**src/rtl/rdseq_cmd_detect.sv**
```systemverilog
module rdseq_cmd_detect #(
  parameter int ADDR_W = 15,
  parameter int KEY_W  = 14,
  parameter int SYNC_N = 2
) (
  input  logic              clk,
  input  logic              rst_n,
  input  logic              ce_n,
  input  logic              oe_n,
  input  logic              we_n,
  input  logic [ADDR_W-1:0] addr,
  input  logic              busy,
  output logic              cmd_stb,
  output logic [1:0]        cmd_code
);
  localparam int CW     = 3 + KEY_W;
  localparam int LAST   = 5;
  localparam logic [CW-1:0] IDLE_V = {3'b111, {KEY_W{1'b0}}};

  function automatic logic [KEY_W-1:0] step_key(input logic [2:0] i);
    case (i)
      3'd0:    return KEY_W'(16'h0E38);
      3'd1:    return KEY_W'(16'h31C7);
      3'd2:    return KEY_W'(16'h03E0);
      3'd3:    return KEY_W'(16'h3C1F);
      default: return KEY_W'(16'h303F);
    endcase
  endfunction

  function automatic logic [KEY_W-1:0] cmd_key(input logic [1:0] c);
    case (c)
      2'd0:    return KEY_W'(16'h0FC0);
      2'd1:    return KEY_W'(16'h0C63);
      2'd2:    return KEY_W'(16'h03F8);
      default: return KEY_W'(16'h07F0);
    endcase
  endfunction

  logic [CW-1:0] sync_q [SYNC_N];
  logic          ce_d, oe_d, we_d;
  logic [2:0]    step_cnt, step_nxt;
  logic          fire, hit;
  logic [1:0]    fire_code, hit_code;
  logic          unused_hi;

  assign unused_hi = ^addr[ADDR_W-1:KEY_W];

  always_ff @(posedge clk or negedge rst_n) begin
    if (!rst_n) begin
      for (int i = 0; i < SYNC_N; i++) sync_q[i] <= IDLE_V;
    end else begin
      sync_q[0] <= {ce_n, oe_n, we_n, addr[KEY_W-1:0]};
      for (int i = 1; i < SYNC_N; i++) sync_q[i] <= sync_q[i-1];
    end
  end

  wire             ce_s = sync_q[SYNC_N-1][CW-1];
  wire             oe_s = sync_q[SYNC_N-1][CW-2];
  wire             we_s = sync_q[SYNC_N-1][CW-3];
  wire [KEY_W-1:0] key  = sync_q[SYNC_N-1][KEY_W-1:0];

  wire ce_fall  = ce_d & ~ce_s;
  wire oe_fall  = ~ce_s & oe_d & ~oe_s;
  wire we_fall  = ~ce_s & we_d & ~we_s;
  wire is_write = (ce_fall & ~we_s) | we_fall;
  wire is_read  = (ce_fall | oe_fall) & we_s;

  always_comb begin
    hit = 1'b0;
    hit_code = 2'd0;
    for (int c = 0; c < 4; c++)
      if (key == cmd_key(2'(c))) begin
        hit = 1'b1;
        hit_code = 2'(c);
      end
  end

  always_comb begin
    step_nxt  = step_cnt;
    fire      = 1'b0;
    fire_code = 2'd0;
    if (busy || is_write) begin
      step_nxt = 3'd0;
    end else if (is_read) begin
      if (step_cnt < 3'(LAST) && key == step_key(step_cnt)) begin
        step_nxt = step_cnt + 3'd1;
      end else if (step_cnt == 3'(LAST) && hit) begin
        fire      = 1'b1;
        fire_code = hit_code;
        step_nxt  = 3'd0;
      end else begin
        step_nxt = (key == step_key(3'd0)) ? 3'd1 : 3'd0;
      end
    end
  end

  always_ff @(posedge clk or negedge rst_n) begin
    if (!rst_n) begin
      ce_d     <= 1'b1;
      oe_d     <= 1'b1;
      we_d     <= 1'b1;
      step_cnt <= 3'd0;
      cmd_stb  <= 1'b0;
      cmd_code <= 2'd0;
    end else begin
      ce_d     <= ce_s;
      oe_d     <= oe_s;
      we_d     <= we_s;
      step_cnt <= step_nxt;
      cmd_stb  <= fire;
      cmd_code <= fire_code;
    end
  end
endmodule

```
**config.mk**
```make
export PLATFORM = sky130hd
export DESIGN_NAME = rdseq_cmd_detect
export DESIGN_NICKNAME = d
export VERILOG_FILES = /design/src/rtl/rdseq_cmd_detect.sv
export SDC_FILE = /design/constraint.sdc
export NUM_CORES = 1
export LEC_CHECK = 0
export CAP_MARGIN = 30
export CORE_MARGIN = 5
export CORE_UTILIZATION = 27
export CTS_CLUSTER_SIZE = 14
export DETAILED_ROUTE_END_ITERATION = 16
export SLEW_MARGIN = 10
export SYNTH_ARGS = -nofsm -noshare
export SYNTH_HDL_FRONTEND = slang
export SYNTH_SLANG_ARGS = --single-unit
```
**constraint.sdc**
```tcl
create_clock -name clk -period 2.8 [get_ports clk]
set_input_delay 0.28 -clock clk [delete_from_list [all_inputs] [get_ports clk]]
set_output_delay 0.28 -clock clk [all_outputs]
set_load 0.005 [all_outputs]
```
==> results of run 1 <==
metal layers:
metal	up-vias	wire [µm]	GRT usage, %
met3	6	142	2.594
met5	-	0	0
met4	0	59	4.317
met1	453	1083	8.854
met2	25	1115	11.28
li1	464	-	-
worst max-delay path, cell delays in order (launching register included):
cell and delay [ns]:
dfrtp_1 0.46, inv_1 0.13, ha_1 0.21, o21bai_1 0.24, mux2i_1 0.23, o21ai_1 0.09, or4_4 0.55, mux2_4 0.31
a22o_1 0.19
registers in the layout, indices dropped and copies added (netlist names):
register,cells
cmd_stb,1
ce_d,1
cmd_code,2
key,14
ce_s,1
step_cnt,3
sync_q,18
oe_d,1
we_d,1
oe_s,1
cells in the mapped netlist, drive strengths merged:
library cell	count	area, µm²
or3	1	6.260
a21o	1	7.510
xnor2	1	8.760
nand4b	1	8.760
or2	2	12.51
and3	3	18.77
nand3	3	15.01
nor4b	1	8.760
nor2	12	45.04
nor3b	1	7.510
a21oi	2	10.01
mux2i	1	10.01
a31oi	1	6.260
and3b	1	8.760
ha	5	62.56
nor4	3	18.77
nor2b	6	37.54
dfstp	9	236.5
o21ai	4	20.01
dfrtp	34	850.8
nand4	1	6.260
a22o	2	17.52
nor3	2	10.01
or4	1	11.26
a211oi	2	15.01
o311ai	1	8.760
o211ai	2	15.01
nand2	4	15.01
inv	4	15.01
o31ai	1	7.510
o311a	1	10.01
mux2	1	15.01
o21bai	1	7.510
kinds of logic (layout without fill, tap and decap cells):
logic type,after synthesis,in the layout
flip-flops,43,43
AO/OA/AOI/OAI,18,18
AND/OR/NAND/NOR,42,42
XOR/XNOR,1,1
multiplexers,2,2
adder cells (fa/ha/maj),5,5
buffers and inverters,4,35
worst max path at each step:
| stage | endpoint | start |
|---|---|---|
| detailed placement | step_cnt[0] | step_cnt[0] |
| CTS | step_cnt[0] | step_cnt[0] |
| finish | step_cnt[0] | step_cnt[0] |
| global route | step_cnt[0] | step_cnt[0] |
| global placement | step_cnt[0] | step_cnt[0] |
| floorplan | step_cnt[0] | step_cnt[0] |
power breakdown:
part	switching [µW]	internal, µW	total [µW]
clock	183	261	444
sequential	15.9	653	669
combinational	24.4	36.7	61.0
total	223	951	1170
per-stage QoR:
stage | hold WS [ns] | util, % | std cells
after global placement | 0.3336 | 33.56 | 209
after CTS | 0.1409 | 35.41 | 216
final | 0.3484 | 36.09 | 218
after global routing | 0.3590 | 36.09 | 218
after floorplan | -0.01559 | - | 115
after detailed placement | 0.3347 | 33.56 | 209
final cells by class:
type | count | area [µm²]
flip-flops and latches | 43 | 1087
clock buffers | 6 | 72.57
repair buffers | 24 | 252.7
fillers | 553 | 3541
well taps | 72 | 90.09
clock inverters | 1 | 30.03
inverters | 4 | 15.01
multi-input cells | 68 | 451.7
==> run_results.csv, run 1 <==
group,metric,value,unit
run_status,status,"complete, no violations",
die,die_h,85.87,µm
timing,fmax,0.3985,GHz
timing,hold_viol,0,
synth,ys_ff_latch,43,
die,row_count,27,
synth,synth-adder-area-share,4.026,%
power_and_ir_drop,total_power,1174,µW
global_routing,grt_pass1_vias,978,
clock_tree,numCtsBuffers,5,
power_and_ir_drop,leakage,0.0008357,µW
finish,final_common_cell,"dfrtp_1",
finish,area.growth.synth_to_final,28.66,%
global_routing,grt_first_pass_wirelength,4291,µm
job,cap_violations,0,
synth,synthSimpleGateAreaFrac,14.81,%
synth,synth_mux_area_share,1.610,%
timing,tightest_slew,0.4702,ns
global_routing,grt_max_degree,44,
finish,most-common-layout-cells,"dfrtp_1 (34), clkdlybuf4s50_1 (21), nor2_1 (12)",
finish,antenna_cells,0,
clock_tree,postCtsSetupBuffers,0,
die,start_util,28.05,%
hold_path,worstHoldEndpoint,"key[6]",
timing,finalCriticalPeriod,2.509,ns
placement,port-buffer-count,22,
timing,finClkSkew,0.004663,ns
setup_path,critPathMaxFanout,6,
timing,setup_viol,0,
synth,synth-seq-area-share,69.97,%
hold_path,hold_class,"reg2reg",
detailed_routing,detail_route.iter0.violations,43,
global_routing,grt.total_usage,7.346,%
synth,synth_fp_nets,141,
die,dieWidth,85.87,µm
finish,final_layout_size_suffix_gt1_share,14.38,%
clock_tree,htreeDepth,2,
timing,relSlewSlack,68.65,%
setup_path,crit_path_start_kind,"register",
detailed_routing,remaining_drc_errors,0,
power_and_ir_drop,irDropWorstVdd,0.3454,mV
synth,synth_top_family_by_area,"simple AND/OR/NAND/NOR gates",
detailed_routing,drtPass1Iterations,4,
setup_path,worstSetupPathType,"reg2reg",
timing,fin_crit_sh,89.62,%
clock_tree,cts-resized-gates,0,
clock_tree,cts_root_buf,"clkbuf_8",
clock_tree,clock_latency,0.28,ns
die,core,5540,µm²
timing,setup_tns,0,ns
hold_path,hold_path_depth,0,
setup_path,reg2reg_to,"step_cnt[0]",
synth,synth_compound_area_share,8.052,%
global_routing,antenna_found_initial,0,
timing,layout_setup_ws,0.2908,ns
timing,slew_violations,0,
clock_tree,cts_tree,"built",
detailed_routing,wl_per_cell,11.01,µm
finish,final_nets,172,
detailed_routing,vias,948,
global_routing,grt-ovfl-total,0,
synth,syn-instance-count,115,
clock_tree,clk_pin_slew,0.07,ns
die,die-area,7373,µm²
setup_path,rrSetupSlack,0.29,ns
placement,dpl.hpwl,1721,µm
die,num_io_pins,24,
synth,synth_cell_types,34,
clock_tree,cts.sinks,43,
detailed_routing,drtAntennaViolNets,0,
synth,synth_area,1554,µm²
setup_path,worstPathRequired,2.98,ns
synth,synth_warnings,0,
setup_path,worstSetupEndpointType,"register",
synth,synth-xor-area-share,0.5636,%
finish,final_design_area_no_fill,1999,µm²
detailed_routing,routed_wl,2401,µm
hold_path,hp-start,"sync_q[23]",
clock_tree,cts.path.max_buffers,2,
setup_path,rr_worst_depth,8,
setup_path,worstPathArrival,2.69,ns
placement,place_ws,0.3017,ns
detailed_routing,vias_per_cell,4.349,
power_and_ir_drop,power.density,587.2,nW/µm²
synth,syn_area_per_cell,13.51,µm²
placement,place_congestion,0.8496,
timing,rsz0062_at_grt,"no",
placement,placed_area,1859,µm²
clock_tree,ctsHoldBuffers,0,
setup_path,worstReg2RegStart,"step_cnt[0]",
No activity file was read; power rests on OpenSTA's default activity.
==> run 2: changes to the inputs <==
Settings changed: CORE_UTILIZATION 27 to 40, HOLD_SLACK_MARGIN set to 0.03.
==> run_results.csv, run 2 (synthesis gave the netlist of run 1 again) <==
group,metric,value,unit
setup_path,crit_start,"step_cnt[0]",
detailed_routing,drtPass1Iterations,3,
finish,fin_cells,195,
run_status,status,"complete, no violations",
setup_path,worstSetupEndpointType,"register",
finish,final_layout_size_suffix_gt1_share,15.65,%
setup_path,path_delay_family,"multiplexers",
power_and_ir_drop,leakage,0.0008425,µW
setup_path,slowest_delay,0.54,ns
hold_path,hold_class,"reg2reg",
detailed_routing,vias,941,
timing,tightest_slew,0.4727,ns
finish,largest_reg_flops,18,
clock_tree,clk_pin_slew,0.08,ns
hold_path,hp-start,"sync_q[28]",
timing,fmax,0.3941,GHz
timing,relSlewSlack,68.49,%
clock_tree,numCtsBuffers,5,
setup_path,worst-path-buf-inv,1,
setup_path,worstReg2RegStart,"step_cnt[0]",
setup_path,crit_path_start_kind,"register",
global_routing,grt.total_usage,10.72,%
finish,area.growth.synth_to_final,27.38,%
power_and_ir_drop,irDropWorstVdd,0.3603,mV
clock_tree,htreeDepth,2,
die,num_io_pins,24,
timing,hold_slack,0.3505,ns
detailed_routing,routed-wl-met3,133,µm
timing,finClkSkew,0.002814,ns
finish,regMostFlops,"sync_q",
placement,port-buffer-count,22,
timing,rsz0062_at_grt,"no",
timing,hold_viol,0,
die,die_h,72.33,µm
detailed_routing,wl_met2,1204,µm
finish,most-common-layout-cells,"dfrtp_1 (34), clkdlybuf4s50_1 (21), nor2_1 (12)",
global_routing,grt_first_pass_wirelength,4167,µm
detailed_routing,wl_per_cell,12.70,µm
global_routing,grt_max_degree,44,
clock_tree,cts.path.max_buffers,2,
detailed_routing,remaining_drc_errors,0,
setup_path,worstPathArrival,2.72,ns
timing,setup_viol,0,
setup_path,critPathMaxFanout,6,
detailed_routing,routed_wl,2477,µm
clock_tree,postCtsSetupBuffers,0,
detailed_routing,vias_per_cell,4.826,
die,start_util,41.82,%
finish,antenna_cells,0,
placement,placedCellCount,185,
timing,setup_tns,0,ns
finish,final_common_cell,"dfrtp_1",
clock_tree,cts_tree,"built",
clock_tree,cts_root_buf,"clkbuf_8",
global_routing,grt_pass1_vias,972,
detailed_routing,drtAntennaViolNets,0,
setup_path,crit_chain,"inv_1, ha_1, o21bai_1, mux2i_1, o21ai_1, or4_4, mux2_4, a22o_1",
placement,dpl.hpwl,1758,µm
finish,final_util,53.27,%
power_and_ir_drop,power.density,605.5,nW/µm²
timing,fin_crit_sh,90.61,%
detailed_routing,wl_met1,1107,µm
setup_path,slowest_stage,"or4_4",
timing,slew_violations,0,
job,cap_violations,0,
detailed_routing,maxUsedRoutingLayer,"met4",
die,row_count,22,
placement,place_congestion,0.7738,
die,core,3716,µm²
die,die-area,5232,µm²
clock_tree,clock_latency,0.29,ns
clock_tree,cts.sinks,43,
finish,final_nets,172,
global_routing,grt-ovfl-total,0,
setup_path,worstSetupPathType,"reg2reg",
detailed_routing,detail_route.iter0.violations,13,
timing,finalCriticalPeriod,2.537,ns
setup_path,worstPathRequired,2.98,ns
die,dieWidth,72.33,µm
global_routing,antenna_found_initial,0,
## run 2: cell count changes in the layout (fill, tap and decap cells not counted), sizes merged
| cell | change |
|---|---|
| clkinv | +2 |
| clkbuf | -1 |
## run 2: final cells by class
cell class,count,area [µm²]
fill,338,1737
clock inverter,3,43.79
clock buffer,5,68.82
tap,48,60.06
inverter,4,15.01
timing repair buffer,24,252.7
sequential,43,1087
multi-input combinational,68,451.7
## run 2: layer usage
metal | global-route usage, % | vias up
met4 | 6.263 | 0
li1 | - | 462
met5 | 0 | -
met2 | 17.09 | 20
met3 | 4.294 | 4
met1 | 12.09 | 455
## run 2: worst paths after layout
check,to,slack [ns],depth (start not counted)
min in group asynchronous,key[5],0.48,2
hold reg to reg,key[11],0.35,0
setup / recovery,step_cnt[0],0.26,8
max in group asynchronous,sync_q[31],1.77,3
setup reg to reg,step_cnt[0],0.26,8
hold / removal,key[11],0.35,0
## run 2: metrics by stage
stage          cell area, µm²  power, µW  setup WS (ns)
2_1_floorplan            1554      692.9         0.5071
3_3_place_gp             1829      734.7         0.2781
3_5_place_dp             1829      737.8         0.2620
4_1_cts                  1942       1210         0.2380
5_1_grt                  1979       1251         0.1178
6_report                 1979       1198         0.2629
## run 2: timing repair
item                                   4_1_cts  5_1_grt
endpoints found under the hold margin        0       16
setup endpoints to repair                    0        0
hold buffers                                 0        1
resized for setup                            0        0
## run 2: report_power, final
group	leakage [µW]	switching (µW)	internal (µW)	total, µW
logic	0.000280	24.7	36.7	61.5
registers	0.000505	16.0	653	669
clock network	0.0000581	203	265	468
total	0.000843	244	955	1200
==> run 3: changes to the inputs <==
Settings changed: HOLD_SLACK_MARGIN 0.03 to 0.06.
==> results of run 3 <==
No change in the layout: final DEF, timing and power equal those of run 2.
